<file path="config.mk">
export PLATFORM = sky130hd
export DESIGN_NAME = nand_host_bridge
export DESIGN_NICKNAME = d
export VERILOG_FILES = /design/src/rtl/nhb_pkg.sv /design/src/rtl/nhb_rb_monitor.sv /design/src/rtl/nhb_byte_engine.sv /design/src/rtl/nand_host_bridge.sv
export SDC_FILE = /design/constraint.sdc
export NUM_CORES = 1
export LEC_CHECK = 0
export BUFFER_PORTS_ARGS = -buffer_cell sky130_fd_sc_hd__buf_2
export CORE_MARGIN = 1.5
export CORE_UTILIZATION = 55
export DETAILED_ROUTE_END_ITERATION = 10
export PLACE_DENSITY = 0.76
export SYNTH_ARGS = -nofsm -noshare
export SYNTH_HDL_FRONTEND = slang
export SYNTH_SLANG_ARGS = --single-unit
</file>
<file path="constraint.sdc">
create_clock -name clk -period 2.5 [get_ports clk]
set_input_delay 0.5 -clock clk [delete_from_list [all_inputs] [get_ports clk]]
set_output_delay 0.5 -clock clk [all_outputs]
set_load 0.01 [all_outputs]
</file>
<file path="src/rtl/nhb_pkg.sv">
package nhb_pkg;

   typedef enum logic [1:0] {
      PH_IDLE   = 2'd0,
      PH_STROBE = 2'd1,
      PH_GAP    = 2'd2
   } nhb_phase_e;

   localparam int ADDR_W = 3;

   localparam logic [ADDR_W-1:0] OFS_DATA = 3'd0;
   localparam logic [ADDR_W-1:0] OFS_MODE = 3'd4;
   localparam logic [ADDR_W-1:0] OFS_STAT = 3'd5;
   localparam logic [ADDR_W-1:0] OFS_ISR  = 3'd6;
   localparam logic [ADDR_W-1:0] OFS_IMR  = 3'd7;

   localparam int MB_CLE    = 0;
   localparam int MB_ALE    = 1;
   localparam int MB_PWR_LO = 2;
   localparam int MB_CE     = 4;
   localparam int MB_WE     = 7;
   localparam int SB_BUSY   = 7;
   localparam int IMR_MSTR  = 7;

   function automatic int nhb_max(input int a, input int b);
      return (a > b) ? a : b;
   endfunction

endpackage

</file>
<file path="src/rtl/nhb_rb_monitor.sv">
module nhb_rb_monitor
   import nhb_pkg::*;
#(
   parameter int SYNC_STAGES = 2,
   parameter int EVT_BITS    = 4
) (
   input  logic                clk,
   input  logic                rst_n,
   input  logic                rb_pin,
   input  logic                isr_clr_we,
   input  logic [EVT_BITS-1:0] clr_mask,
   input  logic                imr_we,
   input  logic [7:0]          imr_wdata,
   output logic                rb_busy,
   output logic [EVT_BITS-1:0] isr_q,
   output logic [7:0]          imr_q,
   output logic                irq
);

   if (SYNC_STAGES < 2) begin : g_bad_sync
      $error("nhb_rb_monitor: SYNC_STAGES must be at least 2");
   end
   if (EVT_BITS < 1 || EVT_BITS > 7) begin : g_bad_evt
      $error("nhb_rb_monitor: EVT_BITS must be 1..7");
   end

   logic [SYNC_STAGES-1:0] sync_q;
   logic                   rb_sync;
   logic                   rb_prev_q;
   logic                   rb_rise;
   logic [EVT_BITS-1:0]    evt_src;

   always_ff @(posedge clk or negedge rst_n) begin
      if (!rst_n) begin
         sync_q    <= '1;
         rb_prev_q <= 1'b1;
      end else begin
         sync_q    <= {sync_q[SYNC_STAGES-2:0], rb_pin};
         rb_prev_q <= sync_q[SYNC_STAGES-1];
      end
   end

   assign rb_sync = sync_q[SYNC_STAGES-1];
   assign rb_rise = rb_sync & ~rb_prev_q;
   assign rb_busy = ~rb_sync;

   always_comb begin
      evt_src    = '0;
      evt_src[0] = rb_rise;
   end

   for (genvar i = 0; i < EVT_BITS; i++) begin : g_evt
      always_ff @(posedge clk or negedge rst_n) begin
         if (!rst_n) begin
            isr_q[i] <= 1'b0;
         end else begin
            isr_q[i] <= (isr_q[i] & ~(isr_clr_we & clr_mask[i])) | evt_src[i];
         end
      end
   end

   always_ff @(posedge clk or negedge rst_n) begin
      if (!rst_n) begin
         imr_q <= '0;
      end else if (imr_we) begin
         imr_q <= imr_wdata;
      end
   end

   assign irq = imr_q[IMR_MSTR] & (|(isr_q & imr_q[EVT_BITS-1:0]));


   evt_rise_chk: assert property (@(posedge clk) disable iff (!rst_n)
      $rose(isr_q[0]) |-> $past(rb_sync));


   evt_clear_chk: assert property (@(posedge clk) disable iff (!rst_n)
      (isr_clr_we && clr_mask[0] && !rb_rise) |=> !isr_q[0]);

endmodule

</file>
<file path="src/rtl/nhb_byte_engine.sv">
module nhb_byte_engine
   import nhb_pkg::*;
#(
   parameter int DATA_W      = 16,
   parameter int STROBE_CLKS = 3,
   parameter int GAP_CLKS    = 1
) (
   input  logic              clk,
   input  logic              rst_n,
   input  logic              start,
   input  logic              start_wr,
   input  logic              start_wide,
   input  logic [DATA_W-1:0] start_wdata,
   input  logic [7:0]        nf_din,
   output logic              busy,
   output logic              done,
   output logic [DATA_W-1:0] rd_word,
   output logic              nf_wstb_n,
   output logic              nf_rstb_n,
   output logic [7:0]        nf_dout,
   output logic              nf_doe
);

   localparam int BYTES   = DATA_W / 8;
   localparam int IDX_W   = (BYTES > 1) ? $clog2(BYTES) : 1;
   localparam int CNT_MAX = nhb_max(STROBE_CLKS, GAP_CLKS);
   localparam int CNT_W   = $clog2(CNT_MAX + 1);

   if (DATA_W % 8 != 0 || DATA_W < 16) begin : g_bad_w
      $error("nhb_byte_engine: DATA_W must be a multiple of 8, at least 16");
   end
   if (STROBE_CLKS < 1 || GAP_CLKS < 1) begin : g_bad_t
      $error("nhb_byte_engine: strobe and gap lengths must be at least 1");
   end

   nhb_phase_e        phase_q;
   logic [CNT_W-1:0]  cnt_q;
   logic [IDX_W-1:0]  idx_q;
   logic [IDX_W-1:0]  last_q;
   logic              wr_q;
   logic [DATA_W-1:0] wbuf_q;
   logic [7:0]        lane_q [BYTES];
   logic              strobe_end;
   logic              gap_end;
   logic              cap_en;

   assign strobe_end = (phase_q == PH_STROBE) && (cnt_q == CNT_W'(STROBE_CLKS - 1));
   assign gap_end    = (phase_q == PH_GAP) && (cnt_q == CNT_W'(GAP_CLKS - 1));
   assign cap_en     = strobe_end && !wr_q;

   always_ff @(posedge clk or negedge rst_n) begin
      if (!rst_n) begin
         phase_q <= PH_IDLE;
         cnt_q   <= '0;
         idx_q   <= '0;
         last_q  <= '0;
         wr_q    <= 1'b0;
         wbuf_q  <= '0;
      end else begin
         case (phase_q)
            PH_IDLE: begin
               if (start) begin
                  phase_q <= PH_STROBE;
                  cnt_q   <= '0;
                  idx_q   <= '0;
                  last_q  <= start_wide ? IDX_W'(BYTES - 1) : '0;
                  wr_q    <= start_wr;
                  wbuf_q  <= start_wdata;
               end
            end
            PH_STROBE: begin
               if (strobe_end) begin
                  phase_q <= PH_GAP;
                  cnt_q   <= '0;
               end else begin
                  cnt_q <= cnt_q + 1'b1;
               end
            end
            PH_GAP: begin
               if (gap_end) begin
                  cnt_q <= '0;
                  if (idx_q == last_q) begin
                     phase_q <= PH_IDLE;
                  end else begin
                     idx_q   <= idx_q + 1'b1;
                     phase_q <= PH_STROBE;
                  end
               end else begin
                  cnt_q <= cnt_q + 1'b1;
               end
            end
            default: phase_q <= PH_IDLE;
         endcase
      end
   end

   for (genvar g = 0; g < BYTES; g++) begin : g_lane
      always_ff @(posedge clk or negedge rst_n) begin
         if (!rst_n) begin
            lane_q[g] <= '0;
         end else if (start && phase_q == PH_IDLE) begin
            lane_q[g] <= '0;
         end else if (cap_en && idx_q == IDX_W'(g)) begin
            lane_q[g] <= nf_din;
         end
      end
      assign rd_word[g*8 +: 8] = lane_q[g];
   end

   assign busy      = (phase_q != PH_IDLE);
   assign done      = gap_end && (idx_q == last_q);
   assign nf_wstb_n = !((phase_q == PH_STROBE) && wr_q);
   assign nf_rstb_n = !((phase_q == PH_STROBE) && !wr_q);
   assign nf_doe    = busy && wr_q;
   assign nf_dout   = wbuf_q[idx_q*8 +: 8];

   if (STROBE_CLKS > 1) begin : g_width_chk

      strobe_width_chk: assert property (@(posedge clk) disable iff (!rst_n)
         $fell(nf_wstb_n) |=> !nf_wstb_n);
   end


   idle_quiet_chk: assert property (@(posedge clk) disable iff (!rst_n)
      !busy |-> (nf_wstb_n && nf_rstb_n && !nf_doe));


   read_release_chk: assert property (@(posedge clk) disable iff (!rst_n)
      $rose(nf_rstb_n) |-> $past(cap_en));

endmodule

</file>
<file path="src/rtl/nand_host_bridge.sv">
module nand_host_bridge
   import nhb_pkg::*;
#(
   parameter int DATA_W      = 16,
   parameter int STROBE_CLKS = 3,
   parameter int GAP_CLKS    = 1,
   parameter int SYNC_STAGES = 2,
   parameter int EVT_BITS    = 4
) (
   input  logic              clk,
   input  logic              rst_n,
   input  logic              bus_req,
   input  logic              bus_wr,
   input  logic              bus_wide,
   input  logic [2:0]        bus_addr,
   input  logic [DATA_W-1:0] bus_wdata,
   output logic [DATA_W-1:0] bus_rdata,
   output logic              bus_wait,
   output logic              irq,
   output logic              nf_ce_n,
   output logic              nf_cle,
   output logic              nf_ale,
   output logic              nf_wen_n,
   output logic [1:0]        nf_pwr,
   output logic              nf_wstb_n,
   output logic              nf_rstb_n,
   output logic [7:0]        nf_dout,
   output logic              nf_doe,
   input  logic [7:0]        nf_din,
   input  logic              nf_rb
);

   logic [7:0]          mode_q;
   logic [DATA_W-1:0]   rdata_q;
   logic                data_rd_q;
   logic                acc;
   logic                data_acc;
   logic                eng_busy;
   logic                eng_done;
   logic [DATA_W-1:0]   eng_word;
   logic                rb_busy;
   logic [EVT_BITS-1:0] isr_q;
   logic [7:0]          imr_q;
   logic                isr_clr_we;
   logic                imr_we;
   logic [7:0]          reg_val;

   assign acc        = bus_req && !eng_busy;
   assign data_acc   = acc && (bus_addr == OFS_DATA);
   assign isr_clr_we = acc && bus_wr && (bus_addr == OFS_ISR);
   assign imr_we     = acc && bus_wr && (bus_addr == OFS_IMR);

   always_comb begin
      reg_val = 8'h00;
      case (bus_addr)
         OFS_MODE: reg_val = mode_q;
         OFS_STAT: reg_val[SB_BUSY] = rb_busy;
         OFS_ISR:  reg_val[EVT_BITS-1:0] = isr_q;
         OFS_IMR:  reg_val = imr_q;
         default:  reg_val = 8'h00;
      endcase
   end

   always_ff @(posedge clk or negedge rst_n) begin
      if (!rst_n) begin
         mode_q    <= 8'h00;
         rdata_q   <= '0;
         data_rd_q <= 1'b0;
      end else begin
         if (acc && bus_wr && bus_addr == OFS_MODE) begin
            mode_q <= bus_wdata[7:0];
         end
         if (data_acc) begin
            data_rd_q <= !bus_wr;
         end
         if (acc && !bus_wr && bus_addr != OFS_DATA) begin
            rdata_q <= {{(DATA_W-8){1'b0}}, reg_val};
         end else if (eng_done && data_rd_q) begin
            rdata_q <= eng_word;
         end
      end
   end

   nhb_byte_engine #(
      .DATA_W      (DATA_W),
      .STROBE_CLKS (STROBE_CLKS),
      .GAP_CLKS    (GAP_CLKS)
   ) u_engine (
      .clk         (clk),
      .rst_n       (rst_n),
      .start       (data_acc),
      .start_wr    (bus_wr),
      .start_wide  (bus_wide),
      .start_wdata (bus_wdata),
      .nf_din      (nf_din),
      .busy        (eng_busy),
      .done        (eng_done),
      .rd_word     (eng_word),
      .nf_wstb_n   (nf_wstb_n),
      .nf_rstb_n   (nf_rstb_n),
      .nf_dout     (nf_dout),
      .nf_doe      (nf_doe)
   );

   nhb_rb_monitor #(
      .SYNC_STAGES (SYNC_STAGES),
      .EVT_BITS    (EVT_BITS)
   ) u_monitor (
      .clk        (clk),
      .rst_n      (rst_n),
      .rb_pin     (nf_rb),
      .isr_clr_we (isr_clr_we),
      .clr_mask   (bus_wdata[EVT_BITS-1:0]),
      .imr_we     (imr_we),
      .imr_wdata  (bus_wdata[7:0]),
      .rb_busy    (rb_busy),
      .isr_q      (isr_q),
      .imr_q      (imr_q),
      .irq        (irq)
   );

   assign bus_rdata = rdata_q;
   assign bus_wait  = eng_busy;
   assign nf_ce_n   = ~mode_q[MB_CE];
   assign nf_cle    = mode_q[MB_CLE];
   assign nf_ale    = mode_q[MB_ALE];
   assign nf_wen_n  = ~mode_q[MB_WE];
   assign nf_pwr    = mode_q[MB_PWR_LO +: 2];


   mode_hold_chk: assert property (@(posedge clk) disable iff (!rst_n)
      $past(bus_wait) |-> $stable(mode_q));


   wait_end_chk: assert property (@(posedge clk) disable iff (!rst_n)
      $fell(bus_wait) |-> ($past(nf_wstb_n) && $past(nf_rstb_n)));

endmodule

</file>
# [Word-level counts from Yosys, hierarchy flattened]
# Cells that the tools add are included.
[word_totals] reg_bits=79
[classes] add_sub_neg=2 n_eq_ne=12 shifts=1 mux=23 bitwise_logic=21 reduce_logical=39
[ops] cell="$mux 16" count=2
[ops] cell="$mux 8" count=4
[ops] cell="$logic_and 1x1->1" count=19
[ops] cell="$shiftx 16x5->8" count=1
[ops] cell="$eq 3x3->1 const B" count=4
[ops] cell="$mux 2" count=6
[ops] cell="$pmux 2 s3" count=2
[ops] cell="$pmux 4 s3" count=1
[ops] cell="$and 1x1->1" count=10
[ops] cell="$reduce_bool 2->1" count=5
[ops] cell="$not 1->1" count=9
[ops] cell="$ne 2x1->1 const B" count=3
[ops] cell="$pmux 3 s2" count=1
[ops] cell="$reduce_bool 3->1" count=2
[ops] cell="$logic_not 1->1" count=5
[ops] cell="$mux 1" count=5
[ops] cell="$and 4x4->4" count=1
[ops] cell="$eq 2x2->1 const B" count=2
[ops] cell="$logic_not 2->1" count=2
[ops] cell="$reduce_and 2->1" count=2
[ops] cell="$reduce_and 4->1" count=1
[ops] cell="$reduce_or 4->1" count=1
[ops] cell="$logic_not 3->1" count=1
[ops] cell="$pmux 1 s3" count=1
[ops] cell="8 further kinds" count=8

# [Depth between registers and ports, before layout]
[depth] ltp_word=9 mapped_depth=8

# [Hierarchy]
# From an unflattened synthesis, not the netlist that was laid out.
[unflattened] hier_cells=321 area_unflattened_um2=3801.1
[modules_own_cells] module="nhb_byte_engine" n_inst=1 cells_per_inst=155 area_each_um2=1914.3
[modules_own_cells] module="nand_host_bridge" n_inst=1 cells_per_inst=133 area_each_um2=1315.0
[modules_own_cells] module="nhb_rb_monitor" n_inst=1 cells_per_inst=33 area_each_um2=571.8

# [Worst setup path before layout]
# Ideal clock, no wire load.
[synth_timing] path_kind="register to register" startpoint="reg u_engine.phase_q[0]" endpoint="reg mode_q[0]" setup_time_ns=0.125 t_arrival_ns=1.602 t_required_ns=2.375 slack_ns=0.773 path_stages_with_launch=6 path_buffers=0 period_less_slack_ns=1.727 path_cell_list="dfrtp_1 inv_1 ha_1 nand4_4 nor3_4 mux2_2"
[synth_via] elab_chain_len=5
[synth_lines] item="start, declared" line_no="nhb_byte_engine.sv:36" text="nhb_phase_e phase_q;"
[synth_lines] item="start signal, assigned" line_no="nhb_byte_engine.sv:53" text="phase_q <= PH_IDLE;"
[synth_lines] item="start signal, assigned" line_no="nhb_byte_engine.sv:63" text="phase_q <= PH_STROBE;"
[synth_lines] item="start signal, assigned" line_no="nhb_byte_engine.sv:73" text="phase_q <= PH_GAP;"
[synth_lines] item="$reduce_bool 2->1" line_no="nhb_byte_engine.sv:110" text="assign busy = (phase_q != PH_IDLE);"
[synth_lines] item="$logic_not 1->1" line_no="nand_host_bridge.sv:48" text="assign acc = bus_req && !eng_busy;"
[synth_lines] item="$logic_and 1x1->1" line_no="nand_host_bridge.sv:48"
[synth_lines] item="$logic_and 1x1->1 (2 in series)" line_no="nand_host_bridge.sv:70" text="if (acc && bus_wr && bus_addr == OFS_MODE) begin"
[synth_lines] item="end signal, assigned" line_no="nand_host_bridge.sv:71" text="mode_q <= bus_wdata[7:0];"
[synth_lines] item="end, declared" line_no="nand_host_bridge.sv:33" text="logic [7:0] mode_q;"
# No other way between the ends.
# A chain may end at the register's enable or synchronous reset.

# [Worst setup path after layout]
[layout_timing] startpoint="reg u_engine.phase_q[0]" endpoint="out nf_doe"
[layout_via] elab_chain_len=2
[layout_lines] item="$reduce_bool 2->1" line_no="nhb_byte_engine.sv:110"
[layout_lines] item="$logic_and 1x1->1" line_no="nhb_byte_engine.sv:114" text="assign nf_doe = busy && wr_q;"
[layout_lines] item="end, declared" line_no="nand_host_bridge.sv:28" text="output logic nf_doe,"
# No other way between the ends.

==> summary.md <==
| Metric | Value |
|---|---|
| Status | completed |
| Vias in the first global route | 2715 |
| CTS Hold Bufs | 0 |
| Critical Path RT | 2.00 ns |
| Slew HR | 63.6% |
| Place WS | 0.500 ns |
| Setup ws final | 0.309 ns |
| Fin cells | 497 |
| P per Cell Area | 1030 mW/mm2 |
| Peak supply drop | 0.580 mV |
| Sequential share of the synthesized area | 54.4% |
| Synthesized area | 0.00364 mm2 |
| Root buffer cell | clkbuf_8 |
| Syn Area/Cell | 10.4 um2 |
| Clock Path Buffers | 2 |
| Hpwl dp | 5.44 mm |
| Hold/Removal Path Class | input pin to asynchronous set/reset pin |
| GR Util All Layers | 22.6% |
| Final period util | 87.6% |
| Clock transition at path regs | 0.08 ns |
| Kind of critical path | flop to output pin |
| CP top delay family | flip-flops |
| Layout fillers | 524 |
| Port bufs | 67 |
| Worst-Skew Late Latency | 0.35 ns |
| CTS resizes | 0 |
| Die extent in x | 84.4 um |
| Crit-path cells | inv_1 > ha_1 > and2b_2 > buf_2 |
| WL final | 7.55 mm |
| Wire per inst | 15.2 um |
| YS warnings | 0 |
| Number of enable flip-flop cells after synthesis | 0 |
| Clock Sinks | 79 |
| DRC | 0 |
| Fin Hold WS | 0.122 ns |
| Row Count | 29 |
| TritonCTS buffer count | 9 |
| Setup slack, reg-to-reg | 0.46 ns |
| Antenna Violating Nets Remaining | 0 |
| Final Skew | 0.00648 ns |
| TritonCTS clock tree | built |
| Slew Limit Fails | 0 |
| Power Total | 4.38 mW |
| Nets@finish | 454 |
| Max Cap Violations | 0 |
| Dpl cells | 481 |
| # Post-CTS Setup Buffers | 0 |
| Slowest cell on the critical path | dfrtp_1 |
| Die Span Y | 84.4 um |
| First-pass GRT wire length | 12.6 mm |
| Antenna violations before repair | 0 |
| Crit path largest cell delay | 0.41 ns |
| Worst slew pin tran | 0.546 ns |
| Endpoints failing setup | 0 |
| Full die area | 0.00712 mm2 |
| Crit. End Element | output pin |
| Commonest non-fill, non-tap cell in the layout | nand2_1 |
| Minimum clock period | 2.19 ns |
| Crit path max fanout | 8 |
| Startpoint Class | flop |
| Post-synthesis cell type count | 44 |
| Global route total overflow | 0 |
| Fmax | 456 MHz |
| Worst Path Buf+Inv | 2 |
| Ys flop type | dfrtp_1 |
| Drt pass-1 iters | 4 |
| Final Hold Vio Count | 0 |
| FF+latch count, synth | 79 |
| Sequential cell area | 0.00198 mm2 |
| Largest net degree at the start of global routing | 41 |
| Share of cells above drive strength 1 | 29.5% |
| Top Ports | 68 |
| Async S/R FF share, synth | 100% |
| Placed inst area | 0.00403 mm2 |
| Ant diodes | 0 |
| Pleak | 2.09 nW |
| Setup TNS | 0 ns |
| Initial DRC Count | 117 |
| Crit path DAT | 1.69 ns |
| RSZ-0062 raised after global routing | no |
| Final core utilization | 66.6% |
| Mapped Cells | 349 |
| H-tree levels | 3 |
| Area growth, synth to finish | 16.7% |
| Final instance area | 0.00425 mm2 |
| DR vias | 2686 |
| Initial core utilization | 57.1% |
| Vias per cell | 5.40 |
| CORE AREA | 0.00639 mm2 |
| Post-Syn Nets | 388 |
| Placer Congestion | 0.877 |
| Commonest cells after routing, fill and taps aside | 103 x nand2_1, 76 x dfrtp_1, 66 x buf_2 |
| Footprint of the multi-input gates | 0.00151 mm2 |
==> synth_stat cells, types with 3 or more instances <==
cell type / instances / area share [%]
nand2_1: 103 / 11
dfrtp_1: 76 / 52
a21oi_1: 22 / 3.0
mux2_2: 22 / 6.8
mux2i_1: 16 / 4.4
inv_1: 12 / 1.2
nor2_1: 11 / 1.1
o21ai_0: 8 / 1.1
buf_4: 7 / 1.4
ha_1: 6 / 2.1
clkbuf_1: 5 / 0.52
a21boi_0: 4 / 0.82
a22o_1: 4 / 0.96
a2bb2oi_1: 4 / 0.96
a31oi_1: 4 / 0.69
buf_2: 4 / 0.55
nand3_1: 4 / 0.55
o2bb2ai_1: 4 / 0.96
a22oi_1: 3 / 0.62
dfstp_2: 3 / 2.2
==> registers in the layout, summed over array words and instances (netlist names), 2 cells and up <==
| register | cells |
|---|---|
| u_monitor.imr_q | 8 |
| bus_rdata | 16 |
| u_engine.cnt_q | 2 |
| u_engine.phase_q | 2 |
| u_engine.wbuf_q | 16 |
| u_engine.rd_word | 16 |
| mode_q | 8 |
| u_monitor.sync_q | 2 |
| u_monitor.isr_q | 4 |
==> final cells by class <==
cell class | instances | area share, %
clock inverter | 5 | 1.91
tap | 77 | 2.27
timing repair buffer | 73 | 9.30
clock buffer | 11 | 3.33
sequential | 79 | 46.6
multi-input combinational | 240 | 35.6
inverter | 12 | 1.06
==> power by group <==
group	switching, mW	internal [mW]	total, mW	leakage (nW)
clock	0.457	0.590	1.05	0.110
combinational	0.708	0.630	1.34	0.971
sequential	0.282	1.72	2.00	1.01
total	1.45	2.94	4.38	2.09
==> logic make-up (layout without fill, tap and decap cells) <==
kind of cell	Yosys count	count (layout)	synth area share, %
flip-flops	79	79	54.4
multiplexers	38	38	11.2
XOR/XNOR	1	1	0.240
AND/OR/NAND/NOR	136	136	17.1
AO/OA/AOI/OAI	59	59	10.9
buffers and inverters	30	101	4.16
adder cells (fa/ha/maj)	6	6	2.06
==> per-layer routing <==
| layer | global-route usage [%] | part of all wire [%] | up-vias |
|---|---|---|---|
| li1 | - | - | 1313 |
| met1 | 29.6 | 45 | 1297 |
| met2 | 36.1 | 48 | 62 |
| met5 | 0 | 0 | - |
| met4 | 10.9 | 1.9 | 0 |
| met3 | 4.82 | 4.6 | 14 |
==> worst paths after layout <==
kind	startpoint	end	depth (start not counted)
min in group clk	nf_rb	u_monitor.sync_q[0]	1
max	u_engine.phase_q[0]	nf_doe	4
min	rst_n	bus_rdata[11]	1
max in group asynchronous	rst_n	mode_q[7]	2
min reg2reg	u_monitor.sync_q[0]	u_monitor.sync_q[1]	0
max reg2reg	u_engine.phase_q[0]	u_engine.rd_word[4]	6
(Power assumes the default switching activity.)
